==> src/rtl/pm_pkg.sv <==
// Package: shared mode encoding, control-bit bundle and subclock shift decode.
// Assumes 3-bit mode codes; reset-wait is code 0.
package pm_pkg;

    typedef enum logic [2:0] {
        M_RWAIT  = 3'd0,
        M_HIGH   = 3'd1,
        M_MED    = 3'd2,
        M_SUB    = 3'd3,
        M_SLEEP  = 3'd4,
        M_SUBSLP = 3'd5,
        M_WATCH  = 3'd6,
        M_STBY   = 3'd7
    } pm_mode_e;

    typedef struct packed {
        logic stby;
        logic lowspd;
        logic tmr;
        logic msel;
        logic dtx;
    } pm_ctl_t;

    // Subclock code to divider shift: 00 -> /8, 01 -> /4, 1x -> /2.
    function automatic logic [2:0] sub_shift(input logic [1:0] code);
        if (code[1])      return 3'd1;
        else if (code[0]) return 3'd2;
        else              return 3'd3;
    endfunction

endpackage

==> src/rtl/pm_next_mode.sv <==
// Next-mode decoder. Pure combinational: picks the next mode from the current
// mode, the request strobes and the control bits. Reset request wins over all.
// Flags combinations with no destination and marks accepted sleep instructions.
module pm_next_mode
    import pm_pkg::*;
(
    input  pm_mode_e cur,
    input  logic     sleep_stb,
    input  logic     direct_req,
    input  logic     wake_req,
    input  logic     reset_req,
    input  logic     rel_ready,
    input  pm_ctl_t  ctl,
    output pm_mode_e nxt,
    output logic     illegal,
    output logic     div_apply
);

    // Helper: return destination from a sleeping mode.
    pm_mode_e wake_dst;
    always_comb begin
        if (ctl.lowspd)    wake_dst = M_SUB;
        else if (ctl.msel) wake_dst = M_MED;
        else               wake_dst = M_HIGH;
    end

    // Transition decode per current mode.
    always_comb begin
        nxt       = cur;
        illegal   = 1'b0;
        div_apply = 1'b0;
        if (reset_req) begin
            nxt = M_RWAIT;
        end else begin
            case (cur)
                M_RWAIT: begin
                    if (rel_ready) nxt = M_HIGH;
                end
                M_HIGH, M_MED: begin
                    if (sleep_stb) begin
                        div_apply = 1'b1;
                        if (ctl.stby && ctl.tmr)                      nxt = M_WATCH;
                        else if (ctl.stby && !ctl.lowspd && !ctl.tmr) nxt = M_STBY;
                        else if (!ctl.stby && !ctl.lowspd)            nxt = M_SLEEP;
                        else                                          illegal = 1'b1;
                    end else if (direct_req) begin
                        if (ctl.lowspd)                         nxt = M_SUB;
                        else if (!ctl.msel && cur == M_MED)     nxt = M_HIGH;
                        else if (ctl.msel && cur == M_HIGH)     nxt = M_MED;
                        else                                    illegal = 1'b1;
                    end
                end
                M_SUB: begin
                    if (sleep_stb) begin
                        div_apply = 1'b1;
                        if (!ctl.dtx && !ctl.stby && ctl.lowspd && ctl.tmr)
                            nxt = M_SUBSLP;
                        else if (!ctl.dtx && ctl.stby && ctl.tmr)
                            nxt = M_WATCH;
                        else if (ctl.dtx && !ctl.stby && !ctl.lowspd && !ctl.tmr)
                            nxt = ctl.msel ? M_MED : M_HIGH;
                        else
                            illegal = 1'b1;
                    end
                end
                M_SUBSLP: begin
                    if (wake_req) nxt = M_SUB;
                end
                default: begin
                    if (wake_req) nxt = wake_dst;
                end
            endcase
        end
    end

endmodule

==> src/rtl/pm_rel_timer.sv <==
// Reset-release timer. Loads a count on a reset request and counts down to
// zero. Ready only in reset-wait with the oscillator stable and count at zero.
// Assumes the load strobe is a single-cycle or held request.
module pm_rel_timer #(
    parameter int CW = 16
) (
    input  logic          clk,
    input  logic          rst_n,
    input  logic          load,
    input  logic [CW-1:0] load_val,
    input  logic          waiting,
    input  logic          osc_stable,
    output logic          ready
);

    logic [CW-1:0] cnt_q;

    // Count register: load on request, else run down to zero.
    always_ff @(posedge clk) begin
        if (!rst_n)            cnt_q <= '0;
        else if (load)         cnt_q <= load_val;
        else if (cnt_q != '0)  cnt_q <= cnt_q - 1'b1;
    end

    // Release condition.
    always_comb ready = waiting && osc_stable && (cnt_q == '0);

endmodule

==> src/rtl/pm_out_dec.sv <==
// Output decoder: oscillator, CPU clock and peripheral enables from the mode.
// Bits set in LS_MASK are the peripherals gated off in the low-speed modes.
module pm_out_dec
    import pm_pkg::*;
#(
    parameter int          NP      = 8,
    parameter logic [NP-1:0] LS_MASK = NP'(4'hF)
) (
    input  pm_mode_e      mode,
    input  logic [1:0]    ms_div,
    input  logic [1:0]    sub_code,
    output logic          main_osc_en,
    output logic          sub_osc_en,
    output logic          cpu_rst,
    output logic          cpu_clk_en,
    output logic          cpu_clk_sub,
    output logic [2:0]    clk_shift,
    output logic [NP-1:0] periph_en
);

    localparam logic [NP-1:0] ALL_ON = '1;

    // Oscillator and CPU clock controls per mode.
    always_comb begin
        main_osc_en = (mode == M_RWAIT) || (mode == M_HIGH) ||
                      (mode == M_MED)   || (mode == M_SLEEP);
        sub_osc_en  = (mode != M_STBY);
        cpu_rst     = (mode == M_RWAIT);
        cpu_clk_en  = (mode == M_HIGH) || (mode == M_MED) || (mode == M_SUB);
        cpu_clk_sub = (mode == M_SUB);
    end

    // Divider shift per mode.
    always_comb begin
        case (mode)
            M_MED:   clk_shift = 3'({1'b0, ms_div}) + 3'd2;
            M_SUB:   clk_shift = sub_shift(sub_code);
            default: clk_shift = 3'd0;
        endcase
    end

    // Peripheral gating per mode.
    always_comb begin
        case (mode)
            M_HIGH, M_MED, M_SLEEP: periph_en = ALL_ON;
            M_SUB, M_SUBSLP:        periph_en = ALL_ON & ~LS_MASK;
            default:                periph_en = '0;
        endcase
    end

endmodule

==> src/rtl/pm_mode_ctrl.sv <==
// Top: power-mode sequencer. Holds the mode register, the applied subclock
// divider code and the registered illegal flag; instantiates the decoder,
// the release timer and the output decoder. Synchronous active-low reset.
module pm_mode_ctrl
    import pm_pkg::*;
#(
    parameter int            CNT_W   = 16,
    parameter int            NP      = 8,
    parameter logic [NP-1:0] LS_MASK = NP'(4'hF)
) (
    input  logic             clk,
    input  logic             rst_n,
    input  logic             sleep_stb,
    input  logic             direct_req,
    input  logic             wake_req,
    input  logic             reset_req,
    input  logic             ctl_stby,
    input  logic             ctl_lowspd,
    input  logic             ctl_tmr,
    input  logic             ctl_msel,
    input  logic             ctl_dtx,
    input  logic [1:0]       ms_div,
    input  logic [1:0]       sub_div_wr,
    input  logic [CNT_W-1:0] rel_load,
    input  logic             osc_stable,
    output logic [2:0]       mode_o,
    output logic             main_osc_en,
    output logic             sub_osc_en,
    output logic             cpu_rst,
    output logic             rel_ready,
    output logic             cpu_clk_en,
    output logic             cpu_clk_sub,
    output logic [2:0]       clk_shift,
    output logic [NP-1:0]    periph_en,
    output logic             illegal_trn
);

    pm_mode_e mode_q, mode_d;
    pm_ctl_t  ctl;
    logic     ill_d, ill_q, apply;
    logic [1:0] sub_code_q;

    // Bundle the control bits.
    always_comb ctl = '{stby: ctl_stby, lowspd: ctl_lowspd, tmr: ctl_tmr,
                        msel: ctl_msel, dtx: ctl_dtx};

    pm_next_mode u_next (
        .cur        (mode_q),
        .sleep_stb  (sleep_stb),
        .direct_req (direct_req),
        .wake_req   (wake_req),
        .reset_req  (reset_req),
        .rel_ready  (rel_ready),
        .ctl        (ctl),
        .nxt        (mode_d),
        .illegal    (ill_d),
        .div_apply  (apply)
    );

    pm_rel_timer #(.CW(CNT_W)) u_timer (
        .clk        (clk),
        .rst_n      (rst_n),
        .load       (reset_req),
        .load_val   (rel_load),
        .waiting    (mode_q == M_RWAIT),
        .osc_stable (osc_stable),
        .ready      (rel_ready)
    );

    // Mode, illegal flag and applied subclock code registers.
    always_ff @(posedge clk) begin
        if (!rst_n) begin
            mode_q     <= M_RWAIT;
            ill_q      <= 1'b0;
            sub_code_q <= 2'b00;
        end else begin
            mode_q <= mode_d;
            ill_q  <= ill_d;
            if (apply) sub_code_q <= sub_div_wr;
        end
    end

    pm_out_dec #(.NP(NP), .LS_MASK(LS_MASK)) u_out (
        .mode        (mode_q),
        .ms_div      (ms_div),
        .sub_code    (sub_code_q),
        .main_osc_en (main_osc_en),
        .sub_osc_en  (sub_osc_en),
        .cpu_rst     (cpu_rst),
        .cpu_clk_en  (cpu_clk_en),
        .cpu_clk_sub (cpu_clk_sub),
        .clk_shift   (clk_shift),
        .periph_en   (periph_en)
    );

    // Port drives.
    always_comb begin
        mode_o      = mode_q;
        illegal_trn = ill_q;
    end

endmodule

==> config.mk <==
export PLATFORM = sky130hd
export DESIGN_NAME = pm_mode_ctrl
export DESIGN_NICKNAME = d
export VERILOG_FILES = /design/src/rtl/pm_pkg.sv /design/src/rtl/pm_next_mode.sv /design/src/rtl/pm_rel_timer.sv /design/src/rtl/pm_out_dec.sv /design/src/rtl/pm_mode_ctrl.sv
export SDC_FILE = /design/constraint.sdc
export NUM_CORES = 1
export LEC_CHECK = 0
export ABC_AREA = 1
export BUFFER_PORTS_ARGS = -buffer_cell sky130_fd_sc_hd__buf_2
export CORE_AREA = 2 2 60 62
export CTS_BUF_LIST = sky130_fd_sc_hd__clkbuf_8 sky130_fd_sc_hd__clkbuf_16
export DETAILED_ROUTE_END_ITERATION = 7
export DIE_AREA = 0 0 62 64
export PLACE_DENSITY = 0.85
export SLEW_MARGIN = 0
export SYNTH_ARGS = -nofsm -noshare
export SYNTH_HDL_FRONTEND = slang
export SYNTH_SLANG_ARGS = --single-unit
==> constraint.sdc <==
create_clock -name clk -period 1.8 [get_ports clk]
set_input_delay 0.27 -clock clk [delete_from_list [all_inputs] [get_ports clk]]
set_output_delay 0.27 -clock clk [all_outputs]
set_load 0.02 [all_outputs]
[Yosys cells after proc, flatten, opt, wreduce, memory -nomap -nowiden]
Cells that the tools add are included.
Operators by class
  $add $sub $neg: 2
  $mul: 0
  divide/modulo/power cells: 0
  $lt $le $gt $ge: 0
  equal/unequal tests: 13
  shift-type cells: 0
  multiplexer cells: 40
  bitwise gates (word level): 1
  reductions and logical operators: 37
Operators by type and width (number)
  two-way mux 3 bit: 17
  two-way mux 16 bit: 2
  logical AND 1 bit: 16
  logical NOT 16 bit: 1
  two-way mux 1 bit: 16
  one-hot mux 8 bit (2 select lines): 1
  nonzero test 16 bit: 1
  subtractor 16 x 1 -> 16 bit (second input constant): 1
  one-hot mux 3 bit (4 select lines): 1
  AND reduction 8 bit: 1
  equality test 3 x 2 -> 1 bit (second input constant): 2
  equality test 3 bit (second input constant): 2
  inequality test 2 bit (second input constant): 3
  inequality test 3 bit (second input constant): 2
  one-hot mux 3 bit (2 select lines): 1
  OR reduction 2 bit: 3
  OR reduction 3 bit: 2
  logical NOT 1 bit: 5
  logical OR 1 bit: 5
  inequality test 5 x 2 -> 1 bit (second input constant): 1
  inequality test 5 x 3 -> 1 bit (second input constant): 1
  inequality test 4 x 1 -> 1 bit (second input constant): 1
  nonzero test 4 bit: 1
  adder 2 x 2 -> 3 bit (second input constant): 1
  other kinds (6): 6
Storage, ports and cells
  register bits after elaboration: 22
  latch bits: 0
  memory bits (writable): 0
  memory bits (read-only): 0
  input bits: 32
  output and inout bits: 21
  word-level logic and storage cells: 97
  memories: 0

[Longest topological paths before layout]
Gate-level depths: netlist of run 1.
  depth after elaboration: 9
  gate-level depth with buffers: 12
  gate-level depth less buffers: 12

[By module]
From an unflattened synthesis of run 1, not the netlist that was laid out.
Second synthesis, totals
  cell total of the unflattened synthesis: 334
  area total of the unflattened synthesis: 1918.1 um2
By module, submodules not included
  pm_rel_timer: times used 1, cells each 177, area an instance 1137.3 um2, sequential area each 320.3 um2
  pm_next_mode: times used 1, cells each 97, area an instance 425.4 um2, sequential area each 0.0 um2
  pm_mode_ctrl: times used 1, cells each 25, area an instance 192.7 um2, sequential area each 120.1 um2
  pm_out_dec: times used 1, cells each 35, area an instance 162.7 um2, sequential area each 0.0 um2

[Least setup slack after synthesis of run 1]
No wires, ideal clock.
  kind: reg-to-output
  from: register mode_q[2] (netlist: mode_o[2])
  to: output port periph_en[5]
  data arrival time: 1.624 ns
  required time: 1.530 ns
  setup slack: -0.094 ns
  cell stages (with the launch flop): 6
  buffers on the path: 1
  path through: dfxtp_1 inv_2 nand2_1 inv_1 a21oi_1 buf_4
Between the ends
  word-level cells in the longest chain between the ends: 3
  elaborated cells on any way between the ends: 8
  those cells by class: eq/ne (5); mux (1); reduce/logical (2)
Ends and longest elaborated chain
  from (decl): RTL line pm_mode_ctrl.sv:38  | pm_mode_e mode_q, mode_d;
  from (signal assigned): RTL line pm_mode_ctrl.sv:77  | mode_q <= mode_d;
  equality test 3 x 1 -> 1 bit (tied with other cells): RTL line pm_out_dec.sv:44  | case (mode)
  OR reduction 3 bit / OR reduction 2 bit (equally long branches): RTL line pm_out_dec.sv:44
  one-hot mux 8 bit (2 select lines) *: RTL line pm_out_dec.sv:44
  to (decl): RTL line pm_mode_ctrl.sv:34  | output logic [NP-1:0] periph_en,
Every way passes the cells marked *; elsewhere a longest branch is shown, timed or not.

[Worst setup path in the final report of run 1]
  from: register u_timer.cnt_q[6]
  to: output port rel_ready
Between the ends
  word-level cells in the longest chain between the ends: 2
Ends and longest elaborated chain
  from (decl): RTL line pm_rel_timer.sv:16  | logic [CW-1:0] cnt_q;
  from (signal assigned): RTL line pm_rel_timer.sv:21  | else if (load) cnt_q <= load_val;
  from (signal assigned): RTL line pm_rel_timer.sv:22  | else if (cnt_q != '0) cnt_q <= cnt_q - 1'b1;
  logical NOT 16 bit: RTL line pm_rel_timer.sv:26  | always_comb ready = waiting && osc_stable && (cnt_q == '0);
  logical AND 1 bit: RTL line pm_rel_timer.sv:26
  to (decl): RTL line pm_mode_ctrl.sv:30  | output logic rel_ready,
No other way between the ends.

==> out/results.tsv, run 1 <==
metric	value	unit
status	complete, no violations	
drive_gt1_frac	0.250	
ctsHoldBuffers	0	
wl_per_cell	10.7	um
postRouteAntennaNets	0	
synth_fa_ha_area_frac	0.00772	
grt_pass1_vias	1617	
dieArea	3970	um^2
synth-seq-cells	22	
die_y	64	um
wirelength	4060	um
switchingPower	446	uW
critPathCaptureType	output port	
cts_sinks	22	
yosys_warnings	0	
ys_types	26	
hold_end	sub_code_q[1]$_SDFFE_PN0P_	
leakagePower	0.00104	uW
holdPathStages	3	
worstMarginPinSlew	300	ps
p_seq_frac	0.432	
hold_viol_final	0	
p_sw_frac	0.345	
place_area	1900	um^2
grt_usage	0.214	
start_util	0.493	
powerDensity	637	nW/um^2
reg2reg_setup_slack	220	ps
skew	2.89	ps
startpoint_type	register	
cts_root_buffer	clkbuf_8	
h-tree-depth	1	
multi_input_area	1030	um^2
die_x	62	um
grt_max_degree	15	
rsz0062_at_grt	true	
final_cell_mix	nand2_1, buf_2, nor2_1, inv_1, dfxtp_1	
finalNetCount	367	
cts_buffers	3	
fin_crit	1760	ps
synth_area	1620	um^2
grt_overflow_total	0	
synth_area_leaders	dfxtp_1, nand2_1, nor2_1, inv_1, a21oi_1	
fin_area	2030	um^2
regArea	444	um^2
final_common_cell	nand2_1	
instances_no_fill	378	
setup_tns	0	ps
yosysTopAreaCellShare	0.272	
area_growth	25.1	%
critPathKind	reg2out	
synth_top_area_cell	dfxtp_1	
hpwl	3160	um
p_clk_frac	0.229	
whs	251	ps
reg2reg_from	u_timer.cnt_q[1]$_SDFFE_PN0P_	
r2r_end	u_timer.cnt_q[14]$_SDFFE_PN0P_	
synthSimpleGateAreaFrac	0.418	
cts.path.max_buffers	2	
hold_start	sub_div_wr[1]	
reg2regPathDepth	9	
maxCapViolCount	0	
power	1290	uW
core	3280	um^2
period_share	0.975	
antennaDiodeCount	0	
synth-compound-area-share	0.126	
min_path_type	in2reg	
cp_max_fo	3	
path_clk_slew	70	ps
clock.fmax	570	MHz
grt_pass1_wl	6680	um
power.internal	846	uW
drt_iter0_drc	101	
placed_cells	371	
avgSynthCellArea	5.79	um^2
drv_slew	0	
gp_congestion	0.907	
nFillCells	329	
via_count	1849	
cp.arrival	1490	ps
slew-limit-headroom	0.799	
irDropWorstVdd	0.404	mV
cts_tree	yes	
setup-violations-final	0	
synth_cells	280	
port_buffers	52	
io_pins	53	
crit_required	1530	ps
drc	0	
antenna_found_initial	0	
p_comb_frac	0.339	
synth_mux_area_frac	0	
seq_area_frac_synth	0.272	
synth_top_family_by_area	simple AND/OR/NAND/NOR gates	
vias_per_cell	4.89	
syn_nets	313	
synth-xor-area-share	0.0541	
rows	21	
drtPass1Iterations	5	
clk_latency	260	ps
power by group through the flow:
stage               clock network [uW]  logic, uW  registers [uW]
floorplan                            0        306             557
global placement                     0        392             563
detailed placement                   0        401             562
CTS                                303        422             554
global route                       318        498             562
finish                             296        438             558
cell families after synthesis:
kind of cell | after synthesis
AND/OR/NAND/NOR | 164
AO/OA/AOI/OAI | 37
adder cells (fa/ha/maj) | 1
flip-flops | 22
XOR/XNOR | 10
buffers and inverters | 46
area by class of cell:
class	instances	share of cell area
Inverter	36	0.0667
Clock buffer	3	0.0204
Sequential cell	22	0.219
Timing Repair Buffer	59	0.156
Multi-Input combinational cell	212	0.510
Tap cell	46	0.0284
worst max-delay path: stages (launching register included):
cell and delay (ps):
dfxtp_1 350, nor2_2 170, nand2_1 110, nor2_2 150
nand3b_1 140, nor3_2 140, buf_4 170
cells in the mapped netlist:
master / count
nand2_1: 77
nor2_1: 55
inv_1: 34
dfxtp_1: 22
a21oi_1: 19
nand3_1: 19
o21ai_0: 9
xor2_1: 9
buf_4: 7
nand4_1: 4
nor3_1: 4
clkbuf_1: 3
inv_2: 2
o211ai_1: 2
o21a_1: 2
o21bai_1: 2
a21boi_0: 1
ha_1: 1
nand3_2: 1
nand3b_1: 1
nor2_4: 1
o21ai_1: 1
o22ai_1: 1
or2_0: 1
or2_1: 1
xnor2_1: 1
worst max-delay path by stage:
stage	slack, ps	start	cells after the start	to
after floorplan	50	mode_o[1]$_SDFFE_PP0P_	6	periph_en[1]
after global placement	160	u_timer.cnt_q[0]$_SDFFE_PN0P_	7	rel_ready
after detailed placement	140	u_timer.cnt_q[0]$_SDFFE_PN0P_	11	mode_o[1]$_SDFFE_PP0P_
after CTS	-30	u_timer.cnt_q[1]$_SDFFE_PN0P_	7	rel_ready
after global routing	-30	u_timer.cnt_q[1]$_SDFFE_PN0P_	7	rel_ready
final	40	u_timer.cnt_q[6]$_SDFFE_PN0P_	6	rel_ready
registers in the layout, indices dropped and copies added (netlist names):
name,flops
mode_o,3
illegal_trn,1
u_timer.cnt_q,16
sub_code_q,2
routing by layer:
layer,share of wire,global-route usage,wire length [um]
met3,0.050,0.0486,201
met1,0.42,0.247,1710
met2,0.52,0.387,2110
met4,0.011,0.0426,45
met5,0,0,0
repair_timing:
| item | 4_1_cts | 5_1_grt |
|---|---|---|
| setup endpoints to repair | 6 | 7 |
| cloned | 0 | 0 |
| gates resized for setup | 9 | 9 |
| buffers inserted | 3 | 1 |
| pin swaps | 4 | 3 |
through the flow:
step / setup slack (ps) / utilization
floorplan: 52.3 / -
global placement: 164 / 0.579
detailed placement: 141 / 0.579
CTS: -30.9 / 0.606
global route: -32.6 / 0.617
finish: 44.3 / 0.617
No activity file was read; power rests on OpenSTA's default activity.
==> run 2: changes to the inputs <==
==> constraint.sdc (replaced) <==
create_clock -name clk -period 1.8 [get_ports clk]
set_input_delay 0.18 -clock clk [delete_from_list [all_inputs] [get_ports clk]]
set_output_delay 0.18 -clock clk [all_outputs]
set_load 0.02 [all_outputs]
==> out/results.tsv, run 2 (synthesis results as in run 1) <==
metric	value	unit	change
status	complete, no violations		
die_x	62	um	unchanged
worstMarginPinSlew	303	ps	+3.35 ps
nFillCells	340		+3.3%
grt_max_degree	18		+3
port_buffers	52		unchanged
finalNetCount	363		-1.1%
critPathLaunch	u_timer.cnt_q[0]$_SDFFE_PN0P_		
clk_latency	260	ps	about the same
leakagePower	0.00102	uW	-2.3%
final_cell_mix	nand2_1, nor2_1, buf_2, inv_1		
power	1270	uW	-1.9%
drtPass1Iterations	4		-1
hpwl	3180	um	+0.75%
rows	21		unchanged
cts_root_buffer	clkbuf_8		
holdPathStages	3		unchanged
grt_pass1_vias	1667		+3.1%
setup-violations-final	0		unchanged
start_util	0.493		unchanged
met2_usage	0.374		-0.0130
slew-limit-headroom	0.797		-0.00224
final_common_cell	nand2_1		
grt_pass1_wl	6700	um	+0.30%
io_pins	53		unchanged
drt_iter0_drc	107		+5.9%
regMostFlops	u_timer.cnt_q		
wl_per_cell	10.6	um	-1.5%
path_clk_slew	70	ps	about the same
reg2regPathDepth	10		+1
worst-path-buf-inv	2		+1
via_count	1809		-2.2%
r2r_end	u_timer.cnt_q[11]$_SDFFE_PN0P_		
skew	3.37	ps	+0.482 ps
wirelength	3960	um	-2.5%
reg2reg_from	u_timer.cnt_q[0]$_SDFFE_PN0P_		
cp.arrival	1590	ps	+100 ps
antennaDiodeCount	0		unchanged
grt_usage	0.213		-0.00111
hold_start	sub_div_wr[1]		
maxCapViolCount	0		unchanged
reg2reg_setup_slack	170	ps	-50 ps
crit_required	1620	ps	+90 ps
path_cells	inv_4 -> ha_4 -> nand4_1 -> nor2_2 -> nand3b_1 -> nor3_2 -> buf_4		
cts_sinks	22		unchanged
largest_reg_flops	16		unchanged
busiest_layer	met2		
drv_slew	0		unchanged
clock.fmax	564	MHz	-1.0%
min_path_type	in2reg		
slowest_delay	340	ps	about the same
vias_per_cell	4.84		-1.1%
antenna_found_initial	0		unchanged
ctsHoldBuffers	0		unchanged
dieArea	3970	um^2	unchanged
cp_max_fo	4		+1
instances_no_fill	374		-1.1%
crit_slowest_cell	dfxtp_2		
multi_input_area	1020	um^2	-1.7%
use_met1	0.250		+0.00278
crit_family	simple AND/OR/NAND/NOR gates		
powerDensity	639	nW/um^2	+0.31%
critPathCaptureType	output port		
cts.path.max_buffers	2		unchanged
h-tree-depth	1		unchanged
hold_end	sub_code_q[1]$_SDFFE_PN0P_		
area_growth	22.4	%	
cts_tree	yes		
period_share	0.985		+0.0101
regArea	445	um^2	+0.28%
drive_gt1_frac	0.229		-0.0213
critPathKind	reg2out		
hold_viol_final	0		unchanged
postRouteAntennaNets	0		unchanged
grt_overflow_total	0		unchanged
drc	0		unchanged
placed_cells	369		-0.54%
die_y	64	um	unchanged
core	3280	um^2	unchanged
cts_buffers	3		unchanged
rsz0062_at_grt	true		
gr-usage-met3	0.0486		unchanged
gp_congestion	0.928		+2.3%
irDropWorstVdd	0.376	mV	-6.9%
fin_crit	1770	ps	+18.1 ps
startpoint_type	register		
==> run 2: cell count changes in the layout (fill, tap and decap cells not counted) <==
| cell | before | now |
|---|---|---|
| inv_2 | 4 | 3 |
| buf_4 | 8 | 4 |
| nor2_4 | 2 | 1 |
| inv_4 | 0 | 1 |
| dfxtp_1 | 19 | 18 |
| nor2_2 | 6 | 2 |
| nor2_1 | 48 | 53 |
| dfxtp_2 | 3 | 4 |
==> run 2: how the worst max path moves through the flow <==
stage | end | slack [ps] | cells after the start
floorplan | periph_en[1] | 2 | 3
global placement | mode_o[1]$_SDFFE_PP0P_ | 170 | 11
detailed placement | mode_o[1]$_SDFFE_PP0P_ | 110 | 11
CTS | rel_ready | 20 | 7
global route | rel_ready | -120 | 7
finish | rel_ready | 30 | 7
==> run 2: stage by stage <==
| stage | hold WS [ps] | cell area (um^2) | worst slack [ps] | utilization | setup TNS [ps] |
|---|---|---|---|---|---|
| 2_1_floorplan | 300 | 1620 | 2.47 | - | 0 |
| 3_3_place_gp | 418 | 1890 | 165 | 0.574 | 0 |
| 3_5_place_dp | 414 | 1890 | 109 | 0.574 | 0 |
| 4_1_cts | 156 | 1940 | 16.0 | 0.591 | 0 |
| 5_1_grt | 172 | 1980 | -124 | 0.604 | -126 |
| 6_report | 160 | 1980 | 26.2 | 0.604 | 0 |
==> run 2: worst reg2reg max path, delay by kind of cell (launching register included) <==
kind	cells	cell delay, ps
and+or+nand+nor	5	640
buffers and inverters	3	350
DFF	1	340
adders and majority gates	1	130
AOI/OAI and AO/OA	1	60
==> run 2: cell type report <==
class,count,area share
Multi-Input combinational cell,212,0.512
Sequential cell,22,0.225
Timing Repair Buffer,55,0.144
Inverter,36,0.0694
Tap cell,46,0.0290
Clock buffer,3,0.0208
==> run 2: per-layer routing <==
layer / vias to the layer above / share of wire
met5: - / 0
met4: 0 / 0.014
met3: 6 / 0.048
met2: 49 / 0.52
met1: 779 / 0.42
li1: 975 / -
==> run 2: what timing repair did <==
item | 4_1_cts | 5_1_grt
pin swaps | 0 | 4
resized for setup | 6 | 10
setup buffers | 0 | 2
endpoints found under the setup margin | 6 | 11
==> run 2: report_power, final <==
group	leakage [uW]	internal [uW]	switching, uW
logic	0.000815	162	254
clock network	0.0000216	149	148
registers	0.000182	524	31.3
total	0.00102	835	433
